### config.mk
export PLATFORM = sky130hd
export DESIGN_NAME = mt16_timer
export DESIGN_NICKNAME = d
export VERILOG_FILES = /design/src/rtl/mt16_pkg.sv /design/src/rtl/mt16_pin_edge.sv /design/src/rtl/mt16_step.sv /design/src/rtl/mt16_timer.sv
export SDC_FILE = /design/constraint.sdc
export NUM_CORES = 1
export LEC_CHECK = 0
export CAP_MARGIN = 10
export CORE_MARGIN = 2
export CORE_UTILIZATION = 45
export CTS_CLUSTER_DIAMETER = 60
export DETAILED_ROUTE_END_ITERATION = 8
export PLACE_DENSITY_LB_ADDON = 0.05
export SETUP_SLACK_MARGIN = 0.3
export SLEW_MARGIN = 40
export SYNTH_ARGS = -nofsm -noshare
export SYNTH_HDL_FRONTEND = slang
export SYNTH_SLANG_ARGS = --single-unit
export TNS_END_PERCENT = 1
### constraint.sdc
create_clock -name clk -period 2.7 [get_ports clk]
set_input_delay 0.54 -clock clk [delete_from_list [all_inputs] [get_ports clk]]
set_output_delay 0.54 -clock clk [all_outputs]
set_load 0.01 [all_outputs]
### src/rtl/mt16_pkg.sv
package mt16_pkg;

    localparam int BYTE_W = 8;

    // Control byte, MSB first
    typedef struct packed {
        logic ovf;
        logic ext;
        logic dir_en;
        logic baud;
        logic trig_en;
        logic run;
        logic ext_cnt;
        logic cap;
    } ctrl_t;

    typedef enum logic [1:0] {
        M_OFF,
        M_RELOAD,
        M_CAPTURE,
        M_BAUD
    } mode_e;

    function automatic mode_e decode_mode(ctrl_t c);
        if (!c.run)       return M_OFF;
        else if (c.baud)  return M_BAUD;
        else if (c.cap)   return M_CAPTURE;
        else              return M_RELOAD;
    endfunction

endpackage

### src/rtl/mt16_pin_edge.sv
module mt16_pin_edge (
    input  logic clk,
    input  logic rst,
    input  logic tick,
    input  logic pin,
    output logic level_q,
    output logic fall_now,
    output logic fall_q
);
    // high sample followed by low sample
    assign fall_now = tick & level_q & ~pin;

    always_ff @(posedge clk) begin
        if (rst) begin
            level_q <= 1'b0;
            fall_q  <= 1'b0;
        end else if (tick) begin
            level_q <= pin;
            fall_q  <= level_q & ~pin;
        end
    end
endmodule

### src/rtl/mt16_step.sv
module mt16_step
    import mt16_pkg::*;
#(
    parameter int CNT_W = 16
) (
    input  mode_e             mode,
    input  logic              dir_en,
    input  logic              up,
    input  logic              step,
    input  logic              trig_hit,
    input  logic              trig_en,
    input  logic [CNT_W-1:0]  cnt,
    input  logic [CNT_W-1:0]  hold,
    output logic [CNT_W-1:0]  cnt_nx,
    output logic [CNT_W-1:0]  hold_nx,
    output logic              set_ovf,
    output logic              set_ext,
    output logic              baud_pulse
);
    localparam logic [CNT_W-1:0] TOP = '1;

    logic at_top;
    assign at_top = (cnt == TOP);

    always_comb begin
        cnt_nx     = cnt;
        hold_nx    = hold;
        set_ovf    = 1'b0;
        set_ext    = 1'b0;
        baud_pulse = 1'b0;
        case (mode)
            M_CAPTURE: begin
                if (step) begin
                    cnt_nx  = cnt + 1'b1;
                    set_ovf = at_top;
                end
                if (trig_hit && trig_en) begin
                    hold_nx = cnt;
                    set_ext = 1'b1;
                end
            end
            M_RELOAD: begin
                if (step) begin
                    if (dir_en && !up) begin
                        if (cnt == hold) begin
                            cnt_nx  = TOP;
                            set_ovf = 1'b1;
                        end else begin
                            cnt_nx = cnt - 1'b1;
                        end
                    end else if (at_top) begin
                        cnt_nx  = hold;
                        set_ovf = 1'b1;
                    end else begin
                        cnt_nx = cnt + 1'b1;
                    end
                end
                if (!dir_en && trig_hit && trig_en) begin
                    cnt_nx  = hold;
                    set_ext = 1'b1;
                end
            end
            M_BAUD: begin
                if (step) begin
                    if (at_top) begin
                        cnt_nx     = hold;
                        baud_pulse = 1'b1;
                    end else begin
                        cnt_nx = cnt + 1'b1;
                    end
                end
            end
            default: ;
        endcase
    end
endmodule

### src/rtl/mt16_timer.sv
module mt16_timer
    import mt16_pkg::*;
#(
    parameter int CNT_W  = 16,
    parameter int ADDR_W = 3
) (
    input  logic              clk,
    input  logic              rst,
    input  logic              tick,
    input  logic              wr_en,
    input  logic [ADDR_W-1:0] reg_addr,
    input  logic [7:0]        wr_data,
    output logic [7:0]        rd_data,
    input  logic              cnt_pin,
    input  logic              trig_pin,
    output logic              ovf_flag,
    output logic              ext_flag,
    output logic              irq,
    output logic              baud_tick
);
    localparam int NB        = CNT_W / BYTE_W;
    localparam int CNT_BASE  = 1;
    localparam int HOLD_BASE = CNT_BASE + NB;

    ctrl_t             ctrl_q, ctrl_w;
    logic [CNT_W-1:0]  cnt_q, cnt_w, cnt_nx;
    logic [CNT_W-1:0]  hold_q, hold_w, hold_nx;
    logic              baud_q;
    mode_e             mode;

    logic cnt_lvl, cnt_fall_now, cnt_fall_q;
    logic trg_lvl, trg_fall_now, trg_fall_q;
    logic step, set_ovf, set_ext, baud_pulse;

    assign mode = decode_mode(ctrl_q);

    mt16_pin_edge u_cnt_edge (
        .clk(clk), .rst(rst), .tick(tick), .pin(cnt_pin),
        .level_q(cnt_lvl), .fall_now(cnt_fall_now), .fall_q(cnt_fall_q)
    );

    mt16_pin_edge u_trg_edge (
        .clk(clk), .rst(rst), .tick(tick), .pin(trig_pin),
        .level_q(trg_lvl), .fall_now(trg_fall_now), .fall_q(trg_fall_q)
    );

    assign step = tick & ctrl_q.run & (ctrl_q.ext_cnt ? cnt_fall_q : 1'b1);

    mt16_step #(.CNT_W(CNT_W)) u_step (
        .mode(mode), .dir_en(ctrl_q.dir_en), .up(trg_lvl), .step(step),
        .trig_hit(trg_fall_now), .trig_en(ctrl_q.trig_en),
        .cnt(cnt_q), .hold(hold_q), .cnt_nx(cnt_nx), .hold_nx(hold_nx),
        .set_ovf(set_ovf), .set_ext(set_ext), .baud_pulse(baud_pulse)
    );

    always_comb begin
        ctrl_w = ctrl_q;
        cnt_w  = cnt_nx;
        hold_w = hold_nx;
        if (wr_en && reg_addr == '0)
            ctrl_w = ctrl_t'(wr_data);
        for (int i = 0; i < NB; i++) begin
            if (wr_en && reg_addr == ADDR_W'(CNT_BASE + i)) begin
                cnt_w = cnt_q;
                cnt_w[BYTE_W*i +: BYTE_W] = wr_data;
            end
            if (wr_en && reg_addr == ADDR_W'(HOLD_BASE + i))
                hold_w[BYTE_W*i +: BYTE_W] = wr_data;
        end
        ctrl_w.ovf = ctrl_w.ovf | set_ovf;
        ctrl_w.ext = ctrl_w.ext | set_ext;
    end

    always_ff @(posedge clk) begin
        if (rst) begin
            ctrl_q <= '0;
            cnt_q  <= '0;
            hold_q <= '0;
            baud_q <= 1'b0;
        end else begin
            ctrl_q <= ctrl_w;
            cnt_q  <= cnt_w;
            hold_q <= hold_w;
            baud_q <= baud_pulse;
        end
    end

    always_comb begin
        rd_data = '0;
        if (reg_addr == '0)
            rd_data = ctrl_q;
        for (int i = 0; i < NB; i++) begin
            if (reg_addr == ADDR_W'(CNT_BASE + i))
                rd_data = cnt_q[BYTE_W*i +: BYTE_W];
            if (reg_addr == ADDR_W'(HOLD_BASE + i))
                rd_data = hold_q[BYTE_W*i +: BYTE_W];
        end
    end

    assign ovf_flag  = ctrl_q.ovf;
    assign ext_flag  = ctrl_q.ext;
    assign irq       = ctrl_q.ovf | ctrl_q.ext;
    assign baud_tick = baud_q;

endmodule

==> results of run 1 <==
-- cell usage in the layout, fill, tap and decap left out, types with 4 or more instances in the layout --
cell,synthesis,layout
buf_4,4,72
nand2_1,59,59
nor2_1,53,53
a21oi_1,45,45
dfxtp_1,44,38
nand3_1,33,33
xor2_1,26,26
clkdlybuf4s50_1,0,18
a211oi_1,14,14
xnor2_1,14,14
o21ai_0,16,14
a311oi_1,13,13
a31oi_1,13,13
inv_1,12,12
o22ai_1,13,12
nor4_1,12,12
mux2i_1,11,11
nand4_1,11,11
a22oi_1,9,8
nor3_1,8,8
nand2b_1,7,7
o21ai_1,4,6
a221oi_1,6,6
dfxtp_2,0,6
and2_1,6,5
or3_1,5,5
a21o_1,5,5
o21a_1,5,5
o32ai_1,5,5
o211ai_1,5,5
clkbuf_8,0,5
nor2b_1,5,4
nand3b_1,4,4
and4_1,5,4
-- worst max-delay path, cell delays in order --
cell,delay [ps]
clkdlybuf4s50_1,490
nor2b_2,190
buf_2,180
a22oi_1,90
o22ai_1,180
clkdlybuf4s15_2,250
-- worst paths after layout --
path / endpoint / slack [ps] / cells past startpoint
setup reg to reg: cnt_q[12] / 360 / 7
setup / recovery: rd_data[1] / 240 / 6
hold reg to reg: u_cnt_edge.fall_q / 490 / 2
hold / removal: u_cnt_edge.fall_q / 490 / 2
-- synth_stat cells, types with 6 or more instances --
cell type / count / area, um2
o21ai_0: 16 / 80.08
nor3_1: 8 / 40.04
nor4_1: 12 / 75.07
xnor2_1: 14 / 122.6
o22ai_1: 13 / 81.33
buf_2: 14 / 70.07
inv_1: 12 / 45.04
a221oi_1: 6 / 52.55
a22oi_1: 9 / 67.56
nor2_1: 53 / 198.9
dfxtp_1: 44 / 880.8
nand2b_1: 7 / 43.79
clkbuf_1: 27 / 101.4
a31oi_1: 13 / 81.33
a211oi_1: 14 / 105.1
a311oi_1: 13 / 113.9
and2_1: 6 / 37.54
nand4_1: 11 / 68.82
nand2_1: 59 / 221.5
nand3_1: 33 / 165.2
xor2_1: 26 / 227.7
mux2i_1: 11 / 110.1
a21oi_1: 45 / 225.2
-- power groups by stage --
stage / Combinational, W / Sequential (W) / Clock (W)
after floorplan: 0.000276 / 0.000702 / 0
after global placement: 0.000451 / 0.000722 / 0
after detailed placement: 0.000453 / 0.000722 / 0
after CTS: 0.000459 / 0.000707 / 0.000568
after global routing: 0.000505 / 0.000712 / 0.000593
final: 0.000474 / 0.000710 / 0.000575
-- flip-flops by register name, indices dropped and copies added (netlist names) --
name                count
ext_flag                1
u_cnt_edge.fall_q       1
ovf_flag                1
baud_tick               1
hold_q                 16
u_trg_edge.level_q      1
cnt_q                  16
u_cnt_edge.level_q      1
ctrl_q                  6
-- stage by stage --
stage	power [W]	util	hold WS [ps]	cells
final	0.001759	0.5650	485.0	755
after global routing	0.001809	0.5650	528.2	755
after CTS	0.001734	0.5593	484.2	753
after detailed placement	0.001175	0.5448	470.8	744
after global placement	0.001172	0.5448	458.1	744
after floorplan	0.0009777	-	444.1	582
-- area by class of cell --
type	count	area [um2]
inverter	12	45.04
fill	906	4000
timing repair buffer	105	882.1
tap	111	138.9
clock buffer	5	68.82
sequential	44	888.4
multi-input combinational	475	3127
clock inverter	3	46.29
-- cell families (layout without fill, tap and decap cells) --
logic type / after synthesis / count (layout) / synth area share
simple gates: 233 / 233 / 0.2941
flops: 44 / 44 / 0.2066
xor+xnor: 40 / 40 / 0.08218
buf+inv: 63 / 125 / 0.07191
compound gates: 185 / 185 / 0.3020
mux: 12 / 12 / 0.02847
fa+ha+maj: 5 / 5 / 0.01468
-- per-layer routing --
metal,wire [um],track usage,vias to the layer above
li1,-,-,2310
met5,0,0,-
met1,7298,0.4954,2401
met3,2023,0.06073,80
met2,8298,0.5843,377
met4,918,0.1497,0
-- what timing repair did --
action | CTS | global route
hold buffers | 0 | 0
gates cloned | 0 | 1
endpoints found under the setup margin | 15 | 25
pin swaps | 0 | 2
setup buffers | 1 | 1
gates resized for setup | 26 | 22
==> reports/summary.txt, run 1 <==
status - completed
Chip Width - 101.3 um
Startpoint Class - input port
syn nets - 604
pin count of the biggest net entering global routing - 42
cts bufs inserted - 5
Leak - 1.985 nW
total number of vias - 5168
asr flop ratio synth - 0
clock root buffer - clkbuf_8
H-Tree Depth - 2
required time of the critical path - 2160 ps
Congestion Overflow GR - 0
Seq/Total Area, Yosys - 0.2066
Routability Congestion - 1.035
final setup fails - 0
critical path class - input port to output port
detailed placer's ending HPWL - 14030 um
Post-DP Area - 5010 um2
Worst Hold Class - flip-flop to flip-flop
DRT Pass-1 Iters - 8
Final Cell Area - 5196 um2
Critical Path Fanout Max - 4
Total Routed Length - 18540 um
clock slew at reported path FFs - 100 ps
FMAX - 406.3 MHz
global-route wire length before repair - 28480 um
Total GRT Usage - 0.3675
Clock Skew - 19.61 ps
max-slew violations - 0
initial antenna violation count - 0
crit end category - output port
count of cell types in the netlist - 72
# diodes - 0
worst path arrival time - 1920 ps
Max Cap Viol - 0
Final TNS setup - 0 ps
initial drt markers - 496
switching pwr - 0.0006068 W
Starting Density - 0.4635
Clock Power Share - 0.327
Worst setup startpoint - reg_addr[2]
number of synthesized flops with an enable pin - 0
DRC viols - 0
std cell rows - 35
layout cell share with drive strength beyond 1 - 0.1957
clk sinks - 44
Sw Ratio - 0.3450
worst slew pin tran - 662.2 ps
Post-Synthesis Cells - 582
Internal Power - 0.001152 W
part of the power in registers - 0.403
Hold Vio Cnt, Final - 0
Top Ports - 29
final period utilization - 0.9115
Cell Area, Synth - 4263 um2
fin crit period - 2461 ps
HP Start - u_cnt_edge.fall_q
ANT nets after route - 0
reg-to-reg startpoint - cnt_q[1]
power per cell area - 338.5 nW/um2
CTS Buffer Depth - 2
RSZ-0062 raised after global routing - true
combinational share of power - 0.270
worst slack, placed - -52.38 ps
synth warn - 0
Die Y - 101.3 um
die footprint - 10270 um2
routed len/inst - 24.55 um
Slew HR - 0.5572
Setup WS post-layout - 239.0 ps
clock tree from TritonCTS - done
Primary FF master, synth - dfxtp_1
Area Overhead vs Synth - 21.90%
core area - 9196 um2
number of global-route vias before repair - 4861
DR vias/cell - 6.845
later-pin clock latency in the skew report - 320 ps
count of input and output buffers - 28
VDD IR max - 238.2 uV
fin nets - 665
synthesized area per cell - 7.324 um2
number of synthesized register bits - 44
No activity file was read; power rests on OpenSTA's default activity.
==> run 2: changes to the inputs <==
--- a/config.mk
+++ b/config.mk
@@ -5,10 +5,12 @@
 export SDC_FILE = /design/constraint.sdc
 export NUM_CORES = 1
 export LEC_CHECK = 0
+export ABC_CLOCK_PERIOD_IN_PS = 2000
 export CAP_MARGIN = 10
 export CORE_MARGIN = 2
 export CORE_UTILIZATION = 45
 export CTS_CLUSTER_DIAMETER = 60
+export CTS_CLUSTER_SIZE = 25
 export DETAILED_ROUTE_END_ITERATION = 8
 export PLACE_DENSITY_LB_ADDON = 0.05
 export SETUP_SLACK_MARGIN = 0.3
==> constraint.sdc (replaced) <==
create_clock -name clk -period 2 [get_ports clk]
set_input_delay 0.4 -clock clk [delete_from_list [all_inputs] [get_ports clk]]
set_output_delay 0.4 -clock clk [all_outputs]
set_load 0.01 [all_outputs]
==> reports/summary.txt, run 2 (synthesis results as in run 1) <==
status - finished with violations (was completed)
failing checks - negative setup slack
RSZ-0062 raised after global routing - true (unchanged)
Final TNS setup - -1201 ps (was 0 ps)
Total GRT Usage - 0.3811 (was 0.3675)
# diodes - 0 (unchanged)
clock root buffer - clkbuf_8 (unchanged)
Congestion Overflow GR - 0 (unchanged)
routed len/inst - 22.85 um (was 24.55 um)
initial antenna violation count - 0 (unchanged)
fin crit period - 2147 ps
Slew HR - 0.7075 (was 0.5572)
power per cell area - 387.7 nW/um2 (was 338.5 nW/um2)
most frequent cells in the layout - buf_4, nand2_1, nor2_1 (unchanged)
cts bufs inserted - 5 (unchanged)
cts hold-fix bufs - 0 (unchanged)
Setup WS post-layout - -147.3 ps (was 239.0 ps)
total number of vias - 5639 (was 5168)
DR vias/cell - 6.497 (was 6.845)
Worst path max stage delay - 360 ps (was 490 ps)
biggest regs - cnt_q (16), hold_q (16), ctrl_q (6) (unchanged)
Starting Density - 0.4635 (unchanged)
Total Routed Length - 19830 um (was 18540 um)
DRT Pass-1 Iters - 5 (was 8)
Chip Width - 101.3 um (unchanged)
initial drt markers - 620 (was 496)
Critical Path Fanout Max - 6 (was 4)
pin count of the biggest net entering global routing - 28 (was 42)
FMAX - 465.7 MHz
cells along the critical path - buf_6 > nand2b_4 > and2_4 > ha_4 > o211ai_1 > buf_4 > a211oi_2 > o21ai_2 > a2111oi_4 > a311o_1 (was clkdlybuf4s50_1 > nor2b_2 > buf_2 > a22oi_1 > o22ai_1 > clkdlybuf4s15_2)
Area Overhead vs Synth - 53.18% (was 21.90%)
count of input and output buffers - 28 (unchanged)
required time of the critical path - 2260 ps (was 2160 ps)
Top Ports - 29 (unchanged)
Internal Power - 0.001650 W (was 0.001152 W)
CTS Buffer Depth - 2 (unchanged)
fin cells - 868 (was 755)
Slowest-stage cell, CP - a2111oi_4 (was clkdlybuf4s50_1)
switching pwr - 0.0008817 W (was 0.0006068 W)
std cell rows - 35 (unchanged)
worst slew pin tran - 437.4 ps (was 662.2 ps)
Critical path buffers and inverters - 2 (was 3)
Leak - 2.679 nW (was 1.985 nW)
fin util - 0.7101 (was 0.5650)
fin nets - 778 (was 665)
CP top delay family - compound AO/OA/AOI/OAI gates (was buffers and inverters)
core area - 9196 um2 (unchanged)
layout cell share with drive strength beyond 1 - 0.4148 (was 0.1957)
max-slew violations - 0 (unchanged)
Post-DP Area - 5878 um2 (was 5010 um2)
ANT nets after route - 0 (unchanged)
clock slew at reported path FFs - 110 ps (was 100 ps)
Clock Power Share - 0.306 (was 0.327)
later-pin clock latency in the skew report - 320 ps (about the same)
H-Tree Depth - 2 (unchanged)
Die Y - 101.3 um (unchanged)
die footprint - 10270 um2 (unchanged)
Clock Skew - 14.15 ps (was 19.61 ps)
detailed placer's ending HPWL - 14950 um (was 14030 um)
Final Cell Area - 6530 um2 (was 5196 um2)
clock tree from TritonCTS - done (unchanged)
number of global-route vias before repair - 5251 (was 4861)
dpl cells - 848 (was 744)
crit end category - flip-flop (was output port)
part of the power in registers - 0.368 (was 0.403)
Sw Ratio - 0.3483 (was 0.3450)
worst path arrival time - 2410 ps (was 1920 ps)
global-route wire length before repair - 29540 um (was 28480 um)
Worst Hold Class - input port to flip-flop (was flip-flop to flip-flop)
critical path class - flip-flop to flip-flop (was input port to output port)
Startpoint Class - flip-flop (was input port)
most common cell after layout, fill and taps aside - buf_4 (unchanged)
clk sinks - 44 (unchanged)
VDD IR max - 325.9 uV (was 238.2 uV)
DRC viols - 0 (unchanged)
Routability Congestion - 1.012 (was 1.035)
worst hold slack - 419.4 ps (was 485.0 ps)
Max Cap Viol - 0 (unchanged)
final setup fails - 15 (was 0)
final period utilization - 1.074
Hold Vio Cnt, Final - 0 (unchanged)
combinational share of power - 0.326 (was 0.270)
## run 2: cell count changes in the layout (fill, tap and decap cells not counted), sizes merged
cell           delta
clkdlybuf4s50     -5
clkdlybuf4s15     -2
buf             +119
dlymetal6s2s      +1
## run 2: timing repair
item | 4_1_cts | 5_1_grt
setup buffers | 6 | 6
pin swaps | 32 | 38
resized for setup | 109 | 58
setup endpoints to repair | 50 | 51
## run 2: worst reg2reg max path, delay by kind of cell, from the launching register on
kind | cells | cell delay [ps]
AO/OA/AOI/OAI | 5 | 1000
flip-flops | 1 | 350
buffers and inverters | 2 | 280
AND/OR/NAND/NOR | 2 | 260
adder cells (fa/ha/maj) | 1 | 190
## run 2: stage by stage
stage,setup WS (ps),power (W)
final,-147.3,0.002531
after global routing,-216.6,0.002592
after CTS,-111.4,0.002449
after detailed placement,-535.9,0.001669
after global placement,-487.0,0.001663
after floorplan,-286.9,0.001325
## run 2: final cells by class
| type | instances | area, um2 |
|---|---|---|
| fill | 799 | 2666 |
| clock inverter | 3 | 46.29 |
| tap | 111 | 138.9 |
| sequential | 44 | 920.9 |
| multi-input combinational | 475 | 3513 |
| clock buffer | 5 | 68.82 |
| timing repair buffer | 218 | 1789 |
| inverter | 12 | 52.55 |
## run 2: routing by layer
layer / track usage / vias up / wire, um
met4: 0.1746 / 0 / 996
met3: 0.04624 / 80 / 2041
met1: 0.5197 / 2659 / 8017
li1: - / 2534 / -
met5: 0 / - / 0
met2: 0.6011 / 366 / 8778
## run 2: worst paths after layout
path                         to  slack, ps               from  depth (start not counted)
max                    cnt_q[0]       -150          ctrl_q[0]                         10
min          u_trg_edge.level_q        420           trig_pin                          3
max reg2reg            cnt_q[0]       -150          ctrl_q[0]                         10
min reg2reg   u_cnt_edge.fall_q        480  u_cnt_edge.fall_q                          2
## run 2: power groups by stage
stage / Clock (W) / Sequential [W] / Combinational [W]
final: 0.000773 / 0.000933 / 0.000825
after global routing: 0.000791 / 0.000937 / 0.000864
after CTS: 0.000760 / 0.000935 / 0.000754
after detailed placement: 0 / 0.000955 / 0.000713
after global placement: 0 / 0.000954 / 0.000710
after floorplan: 0 / 0.000948 / 0.000377
==> run 3: changes to the inputs <==
--- a/config.mk
+++ b/config.mk
@@ -5,6 +5,7 @@
 export SDC_FILE = /design/constraint.sdc
 export NUM_CORES = 1
 export LEC_CHECK = 0
+export ABC_AREA = 0
 export ABC_CLOCK_PERIOD_IN_PS = 2000
 export CAP_MARGIN = 10
 export CORE_MARGIN = 2
@@ -12,6 +13,7 @@
 export CTS_CLUSTER_DIAMETER = 60
 export CTS_CLUSTER_SIZE = 25
 export DETAILED_ROUTE_END_ITERATION = 8
+export HOLD_SLACK_MARGIN = 0.05
 export PLACE_DENSITY_LB_ADDON = 0.05
 export SETUP_SLACK_MARGIN = 0.3
 export SLEW_MARGIN = 40
==> results of run 3 <==
Same layout as run 2: the final DEF is identical, and so are final timing and power.
